==> src/rtl/rdbk_pkg.sv <==
package rdbk_pkg;

    typedef logic [31:0] word_t;

    typedef enum logic [2:0] {
        S_IDLE   = 3'd0,
        S_HEAD   = 3'd1,
        S_TURN_R = 3'd2,
        S_READ   = 3'd3,
        S_TURN_W = 3'd4,
        S_TAIL   = 3'd5,
        S_FIN    = 3'd6
    } seq_state_e;

    localparam int          HEAD_WORDS = 8;
    localparam int          TAIL_WORDS = 3;
    localparam logic [2:0]  HEAD_LAST  = 3'(HEAD_WORDS - 1);
    localparam logic [2:0]  TAIL_LAST  = 3'(TAIL_WORDS - 1);

endpackage

==> src/rtl/rdbk_len.sv <==
module rdbk_len #(
    parameter int FCW = 4,
    parameter int WPF = 41,
    parameter int LW  = 11
) (
    input  logic [FCW-1:0] frames,
    output logic [LW-1:0]  len
);
    localparam int          NB    = 8;
    localparam logic [NB-1:0] WPF_V = NB'(WPF);

    logic [LW-1:0] f1;
    logic [LW-1:0] term [NB];
    logic [LW-1:0] acc;

    assign f1 = LW'(frames) + LW'(1);

    // shift-and-add: one partial term per set bit of the words-per-frame constant
    for (genvar g = 0; g < NB; g++) begin : g_term
        if (WPF_V[g]) begin : g_on
            assign term[g] = f1 << g;
        end else begin : g_off
            assign term[g] = '0;
        end
    end

    always_comb begin
        acc = '0;
        for (int i = 0; i < NB; i++) acc = acc + term[i];
        len = acc + LW'(1);
    end
endmodule

==> src/rtl/rdbk_words.sv <==
module rdbk_words
    import rdbk_pkg::*;
#(
    parameter int    LW          = 11,
    parameter int    CNT_LSB     = 0,
    parameter word_t SYNC_WORD   = 32'hAA995566,
    parameter word_t NOP_WORD    = 32'h20000000,
    parameter word_t CMD_HDR     = 32'h30008001,
    parameter word_t RCFG_CODE   = 32'h00000004,
    parameter word_t FAR_HDR     = 32'h30002001,
    parameter word_t RD_HDR      = 32'h28006000,
    parameter word_t DESYNC_CODE = 32'h0000000D
) (
    input  seq_state_e    st,
    input  logic [2:0]    idx,
    input  word_t         far,
    input  logic [LW-1:0] len,
    output word_t         word
);
    word_t rd_hdr_full;
    assign rd_hdr_full = RD_HDR | (32'(len) << CNT_LSB);

    always_comb begin
        word = '0;
        if (st == S_HEAD) begin
            case (idx)
                3'd0:    word = SYNC_WORD;
                3'd1:    word = NOP_WORD;
                3'd2:    word = CMD_HDR;
                3'd3:    word = RCFG_CODE;
                3'd4:    word = NOP_WORD;
                3'd5:    word = FAR_HDR;
                3'd6:    word = far;
                default: word = rd_hdr_full;
            endcase
        end else if (st == S_TAIL) begin
            case (idx)
                3'd0:    word = NOP_WORD;
                3'd1:    word = CMD_HDR;
                default: word = DESYNC_CODE;
            endcase
        end
    end
endmodule

==> src/rtl/rdbk_capture.sv <==
module rdbk_capture
    import rdbk_pkg::*;
(
    input  logic  clk,
    input  logic  rst,
    input  logic  take,
    input  word_t din,
    output logic  valid,
    output word_t data
);
    always_ff @(posedge clk) begin
        if (rst) begin
            valid <= 1'b0;
            data  <= '0;
        end else begin
            valid <= take;
            if (take) data <= din;
        end
    end
endmodule

==> src/rtl/rdbk_seq.sv <==
module rdbk_seq
    import rdbk_pkg::*;
#(
    parameter int    FCW         = 4,
    parameter int    WPF         = 41,
    parameter int    CNT_W       = 11,
    parameter int    CNT_LSB     = 0,
    parameter word_t SYNC_WORD   = 32'hAA995566,
    parameter word_t NOP_WORD    = 32'h20000000,
    parameter word_t CMD_HDR     = 32'h30008001,
    parameter word_t RCFG_CODE   = 32'h00000004,
    parameter word_t FAR_HDR     = 32'h30002001,
    parameter word_t RD_HDR      = 32'h28006000,
    parameter word_t DESYNC_CODE = 32'h0000000D
) (
    input  logic           clk,
    input  logic           rst,
    input  logic           start,
    input  logic [31:0]    start_frame,
    input  logic [FCW-1:0] frame_count,
    input  logic           port_busy,
    input  logic [31:0]    port_rdata,
    output logic           port_wr,
    output logic           port_rd,
    output logic           port_read_mode,
    output logic [31:0]    port_wdata,
    output logic           rb_valid,
    output logic [31:0]    rb_data,
    output logic           seq_busy,
    output logic           done
);
    localparam int LW = CNT_W;

    seq_state_e    state;
    logic [2:0]    idx;
    logic [LW-1:0] rcnt;
    logic [LW-1:0] len_q;
    logic [LW-1:0] len_calc;
    word_t         far_q;
    word_t         word;
    logic          adv;

    assign adv = !port_busy;

    rdbk_len #(.FCW(FCW), .WPF(WPF), .LW(LW)) u_len (
        .frames (frame_count),
        .len    (len_calc)
    );

    rdbk_words #(
        .LW(LW), .CNT_LSB(CNT_LSB), .SYNC_WORD(SYNC_WORD), .NOP_WORD(NOP_WORD),
        .CMD_HDR(CMD_HDR), .RCFG_CODE(RCFG_CODE), .FAR_HDR(FAR_HDR),
        .RD_HDR(RD_HDR), .DESYNC_CODE(DESYNC_CODE)
    ) u_words (
        .st   (state),
        .idx  (idx),
        .far  (far_q),
        .len  (len_q),
        .word (word)
    );

    always_ff @(posedge clk) begin
        if (rst) begin
            state <= S_IDLE;
            idx   <= '0;
            rcnt  <= '0;
            len_q <= '0;
            far_q <= '0;
        end else begin
            case (state)
                S_IDLE: begin
                    if (start) begin
                        far_q <= start_frame;
                        len_q <= len_calc;
                        idx   <= '0;
                        state <= S_HEAD;
                    end
                end
                S_HEAD: begin
                    if (adv) begin
                        if (idx == HEAD_LAST) begin
                            idx   <= '0;
                            state <= S_TURN_R;
                        end else begin
                            idx <= idx + 3'd1;
                        end
                    end
                end
                S_TURN_R: begin
                    rcnt  <= '0;
                    state <= S_READ;
                end
                S_READ: begin
                    if (adv) begin
                        if (rcnt == len_q - LW'(1)) state <= S_TURN_W;
                        else                        rcnt  <= rcnt + LW'(1);
                    end
                end
                S_TURN_W: begin
                    idx   <= '0;
                    state <= S_TAIL;
                end
                S_TAIL: begin
                    if (adv) begin
                        if (idx == TAIL_LAST) state <= S_FIN;
                        else                  idx   <= idx + 3'd1;
                    end
                end
                default: state <= S_IDLE;
            endcase
        end
    end

    assign port_wr        = (state == S_HEAD) || (state == S_TAIL);
    assign port_rd        = (state == S_READ);
    assign port_read_mode = (state == S_TURN_R) || (state == S_READ);
    assign port_wdata     = port_wr ? word : '0;
    assign seq_busy       = (state != S_IDLE);
    assign done           = (state == S_FIN);

    rdbk_capture u_cap (
        .clk   (clk),
        .rst   (rst),
        .take  (port_rd && !port_busy),
        .din   (port_rdata),
        .valid (rb_valid),
        .data  (rb_data)
    );


    strobe_excl_chk: assert property (@(posedge clk) disable iff (rst)
        !(port_wr && port_rd));


    turn_dead_chk: assert property (@(posedge clk) disable iff (rst)
        !$stable(port_read_mode) |-> (!port_wr && !port_rd));


    wr_hold_chk: assert property (@(posedge clk) disable iff (rst)
        (port_wr && port_busy) |=> (port_wr && $stable(port_wdata)));


    rd_hold_chk: assert property (@(posedge clk) disable iff (rst)
        (port_rd && port_busy) |=> port_rd);


    capture_chk: assert property (@(posedge clk) disable iff (rst)
        (port_rd && !port_busy) |=> (rb_valid && rb_data == $past(port_rdata)));


    done_pulse_chk: assert property (@(posedge clk) disable iff (rst)
        done |=> !done);


    start_ignored_chk: assert property (@(posedge clk) disable iff (rst)
        (seq_busy && start) |=> $stable(len_q));
endmodule

==> config.mk <==
export PLATFORM = sky130hd
export DESIGN_NAME = rdbk_seq
export DESIGN_NICKNAME = d
export VERILOG_FILES = /design/src/rtl/rdbk_pkg.sv /design/src/rtl/rdbk_len.sv /design/src/rtl/rdbk_words.sv /design/src/rtl/rdbk_capture.sv /design/src/rtl/rdbk_seq.sv
export SDC_FILE = /design/constraint.sdc
export NUM_CORES = 1
export LEC_CHECK = 0
export ABC_AREA = 1
export BUFFER_PORTS_ARGS = -buffer_cell sky130_fd_sc_hd__buf_2
export CORE_MARGIN = 3
export CORE_UTILIZATION = 40
export DETAILED_ROUTE_END_ITERATION = 10
export HOLD_SLACK_MARGIN = 0.02
export PLACE_DENSITY = 0.72
export SKIP_LAST_GASP = 1
export SLEW_MARGIN = 20
export SYNTH_ARGS = -nofsm -noshare
export SYNTH_HDL_FRONTEND = slang
export SYNTH_HIERARCHICAL = 1
export SYNTH_SLANG_ARGS = --single-unit
export TNS_END_PERCENT = 5
==> constraint.sdc <==
create_clock -name clk -period 2.3 [get_ports clk]
set_input_delay 0.345 -clock clk [delete_from_list [all_inputs] [get_ports clk]]
set_output_delay 0.345 -clock clk [all_outputs]
set_load 0.05 [all_outputs]
==> results.yml, run 1 <==
clock_tree:
  tritoncts: "built"
  numCtsBuffers: 9
  cts_sinks: 93
  cts_setup_buffers: 0
  root_buffer: "clkbuf_16"
  clkTransAtPathRegs_ns: 0.07
  clockBufferDepth: 2
  clk_latency_ns: 0.35
  htreeDepth: 3
synthesis:
  synth_area_sq_um: 5793
  syn_inst: 917
  synth_edf_count: 0
  postSynthRegisterBits: 93
  ys_types: 43
  syn_nets: 999
  synthArstFlopShare: 0
  avgSynthCellArea_sq_um: 6.317
  ys.flop_type: "dfxtp_1"
  yosysWarnings: 6
  ys_seq_area_frac: 0.3214
detailed_routing:
  drt_iter0_drc: 298
  final_antenna_net_count: 0
  wirelength_um: 14350
  wl_per_cell_um: 11.61
  viasPerCell: 4.608
  route.vias.total: 5695
  drtPass1Iterations: 4
  route.detailed.drc: 0
finish:
  mostFrequentLayoutCell: "nand2_1"
  final_cell_area_sq_um: 7007
  nNetsFinal: 1134
  n_antenna_cell: 0
  layout_common_cells: "nand2_1 (198), inv_1 (157), nor2_1 (152)"
  drive_gt1_frac: 0.2348
  area_delta_synth_final_pct: 20.95
critical_path:
  reg2reg_setup_slack_ns: 0.22
  rr_endpoint: "state[1]"
  path_class: "reg -> out"
  crit_fanout: 9
  cp.arrival_ns: 1.85
  reg2reg_from: "len_q[0]"
  rr_worst_depth: 13
  cp.required_ns: 1.96
  crit_path_end_kind: "output pin"
  start_kind: "register"
timing:
  maxSlewHeadroom: 0.3492
  finClkSkew_ns: 0.006575
  drv_slew: 0
  finalSetupTns_ns: 0
  fmax_mhz: 454.9
  tightest_slew_ns: 0.9752
  finalSetupViolations: 0
  min_period_over_period: 0.9557
  min_period_ns: 2.198
  hold_violations: 0
  grt_setup_unrepaired: "true"
  setup_slack_ns: 0.1018
  holdWs_ns: 0.2713
power_and_ir_drop:
  p_clk_frac: 0.216
  swShare: 0.4440
  combPwrFrac: 0.455
  p_int_mw: 3.613
  pwr-share-seq: 0.329
  power.density_nw_per_um2: 927.4
  power.switching_mw: 2.885
  peakVddDrop_mv: 0.5282
  p_leak_nw: 3.373
grt:
  antenna_found_initial: 0
  grt_pass1_wl_um: 23760
  grt_usage: 0.1774
  met2_usage: 0.2858
  grt_max_degree: 66
  grt_pass1_vias: 5046
  grtUsageMet3: 0.03958
  use_met1: 0.2408
  grt-ovfl-total: 0
  busiest_layer: "met2"
place:
  dp_hpwl_um: 10860
  finalWeightedCongestion: 0.8217
  dpl_cell_area_sq_um: 6673
  portBuffers: 141
  pre_cts_slack_ns: 0.04404
min_path:
  hold_depth: 3
  hp-class: "in -> reg"
  min_from: "start_frame[25]"
  min_to: "far_q[25]"
floorplan:
  core_sq_um: 14040
  die_w_um: 126.3
  die_h_um: 126.3
  io_pins: 142
  rows: 43
  initial_core_util: 0.4125
  die_area_sq_um: 15960
outcome:
  status: "complete, no violations"
job:
  maxCapViolCount: 0
## critical path: stages, from the launching register on
cell and delay [ns]:
dfxtp_2 0.42, inv_1 0.11, nor2_2 0.14, buf_4 0.18, nand2_1 0.06, a21oi_1 0.14
inv_1 0.06, nor2_1 0.14, clkbuf_4 0.26
## worst max-delay path by stage
stage	startpoint	to	slack [ns]	cells after the start
floorplan	state[0]	port_wdata[10]	-0.07	5
global placement	frame_count[0]	len_q[9]	0.10	14
detailed placement	frame_count[0]	len_q[9]	0.04	14
CTS	idx[1]	port_wdata[5]	-0.02	9
global route	idx[1]	port_wdata[10]	-0.07	9
finish	idx[2]	port_wdata[31]	0.10	8
## power groups by stage
stage	Combinational [mW]	Sequential, mW	Clock [mW]
global route	3.31	2.18	1.51
CTS	2.95	2.12	1.46
floorplan	2.14	2.17	0
finish	2.96	2.14	1.41
detailed placement	2.90	2.15	0
global placement	2.88	2.15	0
## cell usage after synthesis (9+ instances only)
cell type  number  area share
dfxtp_1        93        0.32
nor2_1        154        0.10
nand2_1       198        0.13
a21oi_2         9       0.014
nand3_1        39       0.034
a21oi_1        65       0.056
o21ai_0        61       0.053
clkbuf_1       18       0.012
xor2_1          9       0.014
ha_1           10       0.022
nand2_2        16       0.017
nor3_1         10      0.0086
inv_1         158        0.10
## per-stage QoR
step                      total power [mW]  cells  utilization
after floorplan                      4.314    917            -
after global placement               5.024   1221       0.4752
after detailed placement             5.055   1221       0.4752
after CTS                            6.524   1236       0.4969
after global routing                 7.002   1236       0.4990
final                                6.498   1236       0.4990
## final cells by class
type	instances	area (sq um)
inverter	166	630.6
sequential	93	1871
timing repair buffer	162	937.1
tap	180	225.2
fill	1483	7036
multi-input combinational	620	3067
clock inverter	4	23.77
clock buffer	11	252.7
## state kept, by name, summed over array words and instances, names as in the netlist
| name | count |
|---|---|
| far_q | 32 |
| idx | 3 |
| len_q | 11 |
| rcnt | 11 |
| state | 3 |
| u_cap/data | 32 |
| u_cap/valid | 1 |
## what timing repair did
item                       CTS  global route
pin swaps                    0             0
setup endpoints to repair   27            32
hold buffers                 0             0
gates resized for setup     11            16
## layer usage
metal  vias up  wire, um
li1       3072         -
met1      2481      6798
met2       132      6594
met3        10       797
met4         0       160
met5         -         0
## kinds of logic after synthesis
kind of cell	count (synthesis)	synth area share
AO/OA/AOI/OAI	147	0.1415
XOR/XNOR	13	0.01965
adder cells (fa/ha/maj)	10	0.02160
buffers and inverters	204	0.1518
flip-flops	93	0.3214
AND/OR/NAND/NOR	450	0.3441
No activity file was read; power rests on OpenSTA's default activity.
==> inputs of run 2 (changes only) <==
Settings changed: MAX_ROUTING_LAYER set to met4, SKIP_CTS_REPAIR_TIMING set to 1.
==> results.yml, run 2 (synthesized netlist as in run 1, its figures left out) <==
critical_path:
  path_class: "reg -> out"
  cp.arrival_ns: 1.86
  crit_fanout: 9
  start_kind: "register"
  crit_path_end_kind: "output pin"
  cp.required_ns: 1.96
outcome:
  status: "complete, no violations"
grt:
  antenna_found_initial: 0
  grt_pass1_vias: 5031
  grt_usage: 0.1820
  grtUsageMet3: 0.03916
  grt_max_degree: 66
  grt_pass1_wl_um: 23690
  met2_usage: 0.2842
  busiest_layer: "met2"
  use_met1: 0.2406
  grt-ovfl-total: 0
power_and_ir_drop:
  power.switching_mw: 2.894
  combPwrFrac: 0.457
  pwr-share-seq: 0.328
  p_leak_nw: 3.381
  p_int_mw: 3.625
  peakVddDrop_mv: 0.5265
  swShare: 0.4439
  power.density_nw_per_um2: 923.3
  p_clk_frac: 0.215
detailed_routing:
  viasPerCell: 4.609
  drtPass1Iterations: 5
  wl_per_cell_um: 11.68
  final_antenna_net_count: 0
  route.vias.total: 5701
  drt_iter0_drc: 294
  wirelength_um: 14440
  route.detailed.drc: 0
timing:
  holdWs_ns: 0.2728
  finalSetupViolations: 0
  finClkSkew_ns: 0.005566
  fmax_mhz: 454.1
  hold_violations: 0
  maxSlewHeadroom: 0.3554
  min_period_over_period: 0.9574
  drv_slew: 0
  grt_setup_unrepaired: "true"
  tightest_slew_ns: 0.9658
  min_period_ns: 2.202
clock_tree:
  htreeDepth: 3
  cts_sinks: 93
  clockBufferDepth: 2
  clk_latency_ns: 0.35
  root_buffer: "clkbuf_16"
  numCtsBuffers: 9
  clkTransAtPathRegs_ns: 0.07
  tritoncts: "built"
floorplan:
  die_area_sq_um: 15960
  initial_core_util: 0.4125
  core_sq_um: 14040
  io_pins: 142
  rows: 43
  die_w_um: 126.3
  die_h_um: 126.3
finish:
  drive_gt1_frac: 0.2403
  final_cell_area_sq_um: 7061
  area_delta_synth_final_pct: 21.88
  sequential_cell_area_sq_um: 1872
  reg_top3: "far_q (32), u_cap/data (32)"
  multi_input_comb_area_sq_um: 3082
  nFillCells: 1470
  layout_common_cells: "nand2_1 (196), inv_1 (157), nor2_1 (150)"
  nNetsFinal: 1135
  n_antenna_cell: 0
  mostFrequentLayoutCell: "nand2_1"
place:
  dp_hpwl_um: 10860
  dpl_cell_area_sq_um: 6673
  finalWeightedCongestion: 0.8340
  portBuffers: 141
job:
  maxCapViolCount: 0
min_path:
  hp-class: "in -> reg"
## run 2: cell types whose count changed in the layout (fill, tap and decap cells not counted), sizes merged
cell / previous run / this run
clkbuf: 14 / 19
buf: 159 / 155
## run 2: power groups by stage
stage / Clock [mW] / Combinational [mW] / Sequential [mW]
after CTS: 1.46 / 2.92 / 2.12
after global placement: 0 / 2.88 / 2.15
final: 1.40 / 2.98 / 2.14
after global routing: 1.51 / 3.33 / 2.18
after detailed placement: 0 / 2.90 / 2.15
after floorplan: 0 / 2.14 / 2.17
## run 2: worst max-delay path, cell delays in order, from the launching register on
cell and delay, ns:
dfxtp_2 0.43, inv_1 0.13, nor2_4 0.17, buf_6 0.16, nand2_1 0.06, a21oi_1 0.12
inv_1 0.05, nor2_1 0.14, clkbuf_4 0.25
## run 2: final cells by class
| class | count | area share |
|---|---|---|
| Clock buffer | 11 | 0.03580 |
| Clock inverter | 4 | 0.003367 |
| Inverter | 166 | 0.08931 |
| Multi-Input combinational cell | 620 | 0.4365 |
| Sequential cell | 93 | 0.2651 |
| Tap cell | 180 | 0.03190 |
| Timing Repair Buffer | 163 | 0.1380 |
## run 2: per-stage QoR
stage            util  setup TNS, ns  total power, mW  std cells  setup slack [ns]
2_1_floorplan       -         -2.022            4.314        917          -0.06739
3_3_place_gp   0.4752              0            5.024       1221            0.1043
3_5_place_dp   0.4752              0            5.055       1221           0.04404
4_1_cts        0.4949         -1.476            6.490       1236          -0.09687
5_1_grt        0.5028        -0.1403            7.031       1237          -0.03417
6_report       0.5028              0            6.519       1237           0.09799
## run 2: final timing paths
path                                       from            end  slack, ns  cells after the start
worst max-delay path                     idx[2]  port_wdata[9]        0.1                      8
worst min-delay path            start_frame[24]      far_q[24]       0.27                      3
worst max register to register         len_q[0]        rcnt[1]       0.23                     14
worst min register to register        far_q[29]      far_q[29]       0.44                      2
## run 2: routing by layer
metal	part of all wire	vias to the layer above
li1	-	3080
met1	0.48	2479
met2	0.46	130
met3	0.054	12
met4	0.011	0
met5	0	-
